--- config.mk ---
export PLATFORM = sky130hd
export DESIGN_NAME = simd_subhi_narrow
export DESIGN_NICKNAME = d
export VERILOG_FILES = /design/src/rtl/shn_pkg.sv /design/src/rtl/shn_lane.sv /design/src/rtl/shn_size_path.sv /design/src/rtl/shn_dest_merge.sv /design/src/rtl/simd_subhi_narrow.sv
export SDC_FILE = /design/constraint.sdc
export NUM_CORES = 1
export LEC_CHECK = 0
export BUFFER_PORTS_ARGS = -buffer_cell sky130_fd_sc_hd__buf_2
export CORE_AREA = 2 2 204 206
export DETAILED_ROUTE_END_ITERATION = 10
export DIE_AREA = 0 0 206 208
export HOLD_SLACK_MARGIN = 0.05
export PLACE_DENSITY = 0.75
export SYNTH_ARGS = -nofsm -noshare
export SYNTH_HDL_FRONTEND = slang
export SYNTH_SLANG_ARGS = --single-unit
--- constraint.sdc ---
create_clock -name clk -period 11.4 [get_ports clk]
set_input_delay 0.57 -clock clk [delete_from_list [all_inputs] [get_ports clk]]
set_output_delay 0.57 -clock clk [all_outputs]
set_load 0.02 [all_outputs]
--- src/rtl/shn_pkg.sv ---
package shn_pkg;

    localparam int VEC_W   = 128;
    localparam int NUM_SZ  = 3;

    typedef enum logic [1:0] {
        SZ_N8   = 2'd0,
        SZ_N16  = 2'd1,
        SZ_N32  = 2'd2,
        SZ_BAD  = 2'd3
    } size_e;

    typedef struct packed {
        logic               valid;
        logic               undef;
        logic               we;
        logic [VEC_W-1:0]   dst;
    } shn_rsp_t;

    function automatic logic size_legal(input logic [1:0] code);
        return code != SZ_BAD;
    endfunction

endpackage

--- src/rtl/shn_lane.sv ---
module shn_lane #(
    parameter int NW = 8
) (
    input  logic [2*NW-1:0] a,
    input  logic [2*NW-1:0] b,
    input  logic            rnd,
    output logic [NW-1:0]   hi
);
    localparam int WW = 2 * NW;

    logic [WW-1:0] rinc;
    logic [WW-1:0] diff;

    assign rinc = rnd ? (WW'(1) << (NW - 1)) : '0;
    assign diff = a - b + rinc;
    assign hi   = diff[WW-1:NW];
endmodule

--- src/rtl/shn_size_path.sv ---
module shn_size_path #(
    parameter int NW    = 8,
    parameter int VEC_W = 128
) (
    input  logic [VEC_W-1:0]   src_a,
    input  logic [VEC_W-1:0]   src_b,
    input  logic               rnd,
    output logic [VEC_W/2-1:0] res
);
    localparam int RES_W = VEC_W / 2;
    localparam int LANES = RES_W / NW;
    localparam int WW    = 2 * NW;

    for (genvar e = 0; e < LANES; e++) begin : g_lane
        shn_lane #(.NW(NW)) u_lane (
            .a   (src_a[e*WW +: WW]),
            .b   (src_b[e*WW +: WW]),
            .rnd (rnd),
            .hi  (res[e*NW +: NW])
        );
    end
endmodule

--- src/rtl/shn_dest_merge.sv ---
module shn_dest_merge #(
    parameter int VEC_W = 128
) (
    input  logic                part_hi,
    input  logic [VEC_W/2-1:0]  res,
    input  logic [VEC_W-1:0]    dst_old,
    output logic [VEC_W-1:0]    dst_new
);
    localparam int RES_W = VEC_W / 2;

    always_comb begin
        if (part_hi) dst_new = {res, dst_old[RES_W-1:0]};
        else         dst_new = {{RES_W{1'b0}}, res};
    end
endmodule

--- src/rtl/simd_subhi_narrow.sv ---
module simd_subhi_narrow
    import shn_pkg::*;
#(
    parameter int VEC_W = shn_pkg::VEC_W
) (
    input  logic             clk,
    input  logic             rst,
    input  logic             req_valid,
    input  logic [1:0]       size_code,
    input  logic             part_hi,
    input  logic             rnd_en,
    input  logic [VEC_W-1:0] src_a,
    input  logic [VEC_W-1:0] src_b,
    input  logic [VEC_W-1:0] dst_old,
    output logic             rsp_valid,
    output logic             undef,
    output logic             dst_we,
    output logic [VEC_W-1:0] dst_new
);
    localparam int RES_W = VEC_W / 2;

    logic [RES_W-1:0] res_by_size [NUM_SZ];
    logic [RES_W-1:0] res_sel;
    logic [VEC_W-1:0] merged;
    logic             legal;
    shn_rsp_t         rsp_q;

    for (genvar k = 0; k < NUM_SZ; k++) begin : g_size
        shn_size_path #(.NW(8 << k), .VEC_W(VEC_W)) u_path (
            .src_a (src_a),
            .src_b (src_b),
            .rnd   (rnd_en),
            .res   (res_by_size[k])
        );
    end

    assign legal = size_legal(size_code);

    always_comb begin
        case (size_e'(size_code))
            SZ_N8:   res_sel = res_by_size[0];
            SZ_N16:  res_sel = res_by_size[1];
            SZ_N32:  res_sel = res_by_size[2];
            default: res_sel = '0;
        endcase
    end

    shn_dest_merge #(.VEC_W(VEC_W)) u_merge (
        .part_hi (part_hi),
        .res     (res_sel),
        .dst_old (dst_old),
        .dst_new (merged)
    );

    always_ff @(posedge clk) begin
        if (rst) begin
            rsp_q <= '0;
        end else begin
            rsp_q.valid <= req_valid;
            rsp_q.undef <= req_valid & ~legal;
            rsp_q.we    <= req_valid & legal;
            if (req_valid) rsp_q.dst <= legal ? merged : dst_old;
        end
    end

    assign rsp_valid = rsp_q.valid;
    assign undef     = rsp_q.undef;
    assign dst_we    = rsp_q.we;
    assign dst_new   = rsp_q.dst;
endmodule

# Word-level counts from Yosys, hierarchy flattened
# Index checks and enable logic that the tools add are counted.
totals:
  register_bits: 131
  latchBits: 0
  mem_bits_rw: 0
  rom_bits: 0
  out_inout_bits: 131
  wordCells: 45
  n_memories: 0
classes:
  add_sub_neg: 28
  multipliers: 0
  n_div: 0
  order_cmp: 0
  n_eq_ne: 3
  shift: 0
  n_mux: 6
  bitwise_logic: 3
  reduce_logical: 1
ops:
  columns: ["operator", "count"]
  rows:
  - ["2-to-1 mux 128 bit", 2]
  - ["case mux 64 bit (3 select lines)", 1]
  - ["adder 16 bit", 8]
  - ["adder 32 bit", 4]
  - ["adder 64 bit", 2]
  - ["subtractor 16 bit", 8]
  - ["subtractor 32 bit", 4]
  - ["subtractor 64 bit", 2]
  - ["2-to-1 mux 32 bit", 1]
  - ["2-to-1 mux 16 bit", 1]
  - ["2-to-1 mux 8 bit", 1]
  - ["bitwise AND 1 bit", 2]
  - ["== test 2 x 1 -> 1 bit (second input constant)", 1]
  - ["== test 2 bit (second input constant)", 1]
  - ["logical NOT 2 bit", 1]
  - ["inequality test 2 bit (second input constant)", 1]
  - ["inverter 1 bit", 1]

# Logic depth before layout (Yosys ltp)
logic_depth:
  word_depth: 5
  depth_mapped: 16
  ltp_nobuf: 15

# Cells and area by module
# Synthesis repeated with hierarchy kept, for this count alone.
unflattened:
  cells_unflattened: 3982
  hier_area_um2: 32070.8
by_module_without_submodules:
  columns: ["module", "instances", "cells_each", "area_per_inst_um2", "seq_area_each_um2"]
  rows:
  - ["simd_subhi_narrow", 1, 897, 8648.3, 2622.5]
  - ["shn_lane at g_size[2].u_path.g_lane[0].u_lane ...", 2, 551, 4056.4, 0.0]
  - ["shn_lane at g_size[1].u_path.g_lane[0].u_lane ...", 4, 261, 1886.8, 0.0]
  - ["shn_lane at g_size[0].u_path.g_lane[0].u_lane ...", 5, 103, 809.5, 0.0]
  - ["shn_lane at g_size[0].u_path.g_lane[5].u_lane ...", 3, 94, 758.2, 0.0]
  - ["shn_dest_merge", 1, 142, 1440.1, 0.0]

# Least setup slack after synthesis
# OpenSTA, ideal clock, no wires.
synth_timing:
  kind: "input port to flip-flop"
  from: "input port rnd_en"
  to: "register rsp_q, in the netlist dst_new[52]"
  arrival_ps: 4111
  required_time_ps: 11271
  slack_ps: 7159
  path_stages: 15
  cell_sequence: "inv_1 -> fa_1 -> inv_1 -> ha_1 -> a21o_1 -> a221o_1 -> a211o_1 -> a31oi_1 -> o31ai_1 -> a41oi_1 -> o21ai_1 -> and3_1 -> mux2_2 -> a221oi_1 -> o21ai_0"
synth_via:
  elab_chain_len: 5
  word_cells_on_any_way: 9
  classes_between: "add/sub (3); mux (6)"
synth_rtl:
  columns: ["item", "line_no", "text"]
  rows:
  - ["from (decl)", "simd_subhi_narrow.sv:11", "input logic rnd_en,"]
  - ["2-to-1 mux 32 bit, or another cell as far along", "shn_lane.sv:14", "assign rinc = rnd ? (WW'(1) << (NW - 1)) : '0;"]
  - ["adder 64 bit, or another cell as far along", "shn_lane.sv:15", "assign diff = a - b + rinc;"]
  - ["case mux 64 bit (3 select lines) *", "simd_subhi_narrow.sv:40", "case (size_e'(size_code))"]
  - ["2-to-1 mux 128 bit *", "shn_dest_merge.sv:12", "if (part_hi) dst_new = {res, dst_old[RES_W-1:0]};"]
  - ["2-to-1 mux 128 bit *", "simd_subhi_narrow.sv:62", "if (req_valid) rsp_q.dst <= legal ? merged : dst_old;"]
  - ["to (decl)", "simd_subhi_narrow.sv:26", "shn_rsp_t rsp_q;"]
# Every way passes the cells marked *; elsewhere a longest branch is shown, timed or not.
# A chain may end at the register's enable or synchronous reset.

# Final worst setup path
layout_timing:
  from: "input port rnd_en"
  to: "register rsp_q, in the netlist dst_new[50]"
# The elaborated chain is that of the path after synthesis.

==> flow_summary.ini <==
[layout]
num-nets-final = 3688
final_layout_size_suffix_gt1_share_pct = 21.0
areaGrowthSynthToFinish_pct = 18.8
fin_area_mm2 = 0.0222
final_cells = 3558

[placement]
placement.cell_area_mm2 = 0.0216
hpwl_um = 72400
port_buffers = 521
gp_congestion = 1.06
dp_cells = 3522

[yosys]
synth_ff_type = dfxtp_1
ys_types = 90
avgSynthCellArea_um2 = 7.18
synthTopCellsByArea = ha_1 (18%), dfxtp_1 (14%), a21oi_1 (6.7%), nand2_1 (5.3%), o21ai_0 (4.7%)
async_flop_share_pct = 0
ys_warn_count = 0
netlist_instances = 2602
synth.top_cell.area_share_pct = 18.4
synth_nets = 3281
syn_area_mm2 = 0.0187
synth_enable_flop_cells = 0
synth_top_cell_by_area = ha_1
ys_ff_latch = 131
synth.yosys.seq_area_share_pct = 14.0

[clocking]
cts_root_buffer = clkbuf_16
post_cts_resized = 0
clockBufferDepth = 2
cts_tree = built
h-tree-depth = 4
cts_buffers = 17
ctsHoldBuffers = 0
cts_setup_buffers = 0
worstSkewPairLatency_ns = 0.44
cts_num_sinks = 131
clk_pin_slew_worst_paths_ns = 0.08

[sta]
slew_headroom_pct = 20.9
clock-skew-final_ns = 0
setup_violations = 0
finalMaxSlewViolations = 0
hold_viol = 0
tightest_slew_ns = 1.19
grt_setup_unrepaired = no
setup_tns_ns = 0
fin_crit_sh_pct = 41.1
fmax_mhz = 213
min_period_ns = 4.69

[run]
drv_cap = 0

[floorplanning]
io_pins = 522
initial_utilization_pct = 46.1
rows = 74
placeableCoreArea_mm2 = 0.0406
dieWidth_um = 206
die-area_mm2 = 0.0428
die_y_um = 208

[grt]
antenna_found_initial = 14
grt-ovfl-total = 0
grt_max_degree = 74
grt_util_all_layers_pct = 41.3
grt_pass1_wl_um = 134000
grt_pass1_vias = 21600

[worst_hold_path]
min_path_cells = 3
hold_start = dst_old[64]
holdPathEnd = dst_new[64]
min_path_type = in2reg

[outcome]
outcome = finished clean

[critical_path]
rr_worst_depth = 4
rr_endpoint = dst_new[127]
r2r_slack_ns = 10.38
worstSetupEndpointType = flip-flop
path_class = in2reg
worstPathRequired_ns = 11.74
start_kind = input port
critPathMaxFanout = 14
arrival_ns = 5.02
r2r_start = dst_new[127]

[drt]
drtPass1Iterations = 8
drc = 0
vias_per_cell = 6.37
vias = 22700
ant_nets = 0
wl_per_cell_um = 25.6
drt_iter0_drc = 2111
routed_wl_um = 91300

[power]
p_leak_nw = 11.3
ir_drop_v = 0.0000994
cellPowerDensity_mw_per_mm2 = 115
-- cells by family (layout without fill, tap and decap cells) --
family                     count (synthesis)  in the layout  synth area share [%]
muxes                                     23             23                  1.25
xor gates and xnor gates                 139            139                  6.52
buffers and inverters                    374            793                  7.61
adders and majority gates                288            288                  19.9
and+or+nand+nor                          718            718                  17.8
AOI/OAI and AO/OA                        929            929                  32.9
DFF                                      131            131                  14.0
other                                      0              5                     0
-- synth_stat cells (all sizes together) (27+ instances only) --
cell	instances
ha	274
nand2	262
a21oi	252
inv	215
o21ai	190
nor2	184
clkbuf	134
dfxtp	131
a21o	90
xnor2	83
nand4	57
xor2	56
nor3	45
a31oi	39
nand3	37
a22oi	36
a211oi	32
o21bai	29
o21a	27
-- how the worst max path moves through the flow --
| stage | startpoint | endpoint | slack, ns |
|---|---|---|---|
| 6_report | rnd_en | dst_new[50] | 6.71 |
| 2_1_floorplan | rnd_en | dst_new[52] | 7.16 |
| 4_1_cts | rnd_en | dst_new[50] | 6.94 |
| 5_1_grt | rnd_en | dst_new[50] | 6.47 |
| 3_5_place_dp | rnd_en | dst_new[50] | 6.48 |
| 3_3_place_gp | rnd_en | dst_new[116] | 6.56 |
-- report_power, final --
part	switching (mW)	internal [mW]
Sequential	0.0261	0.497
Combinational	0.940	0.498
Clock	0.244	0.346
-- flip-flops by register name, indices dropped and copies added, names as in the netlist --
signal,flops
dst_we,1
dst_new,128
rsp_valid,1
undef,1
-- layout make-up --
class | instances | area (um^2)
Antenna cell | 5 | 12.5
Clock buffer | 17 | 425
Clock inverter | 14 | 179
Fill cell | 4048 | 18400
Inverter | 217 | 815
Multi-Input combinational cell | 2097 | 14700
Sequential cell | 131 | 2620
Tap cell | 532 | 666
Timing Repair Buffer | 545 | 2790
-- routing by layer --
layer | global-route usage [%] | wire length (um) | part of all wire, % | vias to the layer above
met5 | 0 | 79 | 0.087 | -
met4 | 24.1 | 6100 | 6.7 | 12
met3 | 12.6 | 10700 | 12 | 291
met2 | 62.7 | 39000 | 43 | 1392
met1 | 51.2 | 35400 | 39 | 10700
li1 | - | - | - | 10300
-- metrics by stage --
step                worst slack [ns]  total power, mW  hold slack [ns]  util [%]
global placement                6.56             1.90            0.433      53.2
finish                          6.71             2.55            0.368      54.7
global route                    6.47             2.67            0.371      54.7
detailed placement              6.48             1.91            0.434      53.2
CTS                             6.94             2.50            0.357      54.7
floorplan                       7.16             1.41            0.536         -
-- worst max-delay path, stage by stage --
cell      delay, ns
buf_2          0.09
inv_1          0.04
buf_4          0.39
fa_1           0.47
inv_1          0.06
ha_1           0.30
a211oi_1       0.25
nor2_1         0.10
or3_1          0.35
a41oi_1        0.30
nand3_1        0.16
a211oi_1       0.34
o32a_1         0.20
nor2_1         0.04
a221oi_1       0.93
a21oi_1        0.21
a21o_1         0.20
-- layout by cell type, fill, tap and decap left out, types with 18 or more instances in the layout --
master,netlist,layout
a21oi_1,251,251
o221ai_1,18,18
nand4_1,57,57
a21o_1,89,89
nand3_1,37,37
or3_1,19,19
dfxtp_1,131,131
xnor2_1,83,83
a22oi_1,36,36
nand2_1,262,262
buf_4,0,25
and3_1,23,23
nor2_1,184,177
mux2i_1,21,21
o21a_1,27,27
ha_1,274,274
nor3_1,45,45
o22ai_1,20,20
a211oi_1,32,32
xor2_1,56,56
inv_1,215,214
buf_2,14,520
o211ai_1,18,18
a31oi_1,38,38
o21bai_1,29,29
o21ai_0,177,177
Power figures use the tool's default switching activity.
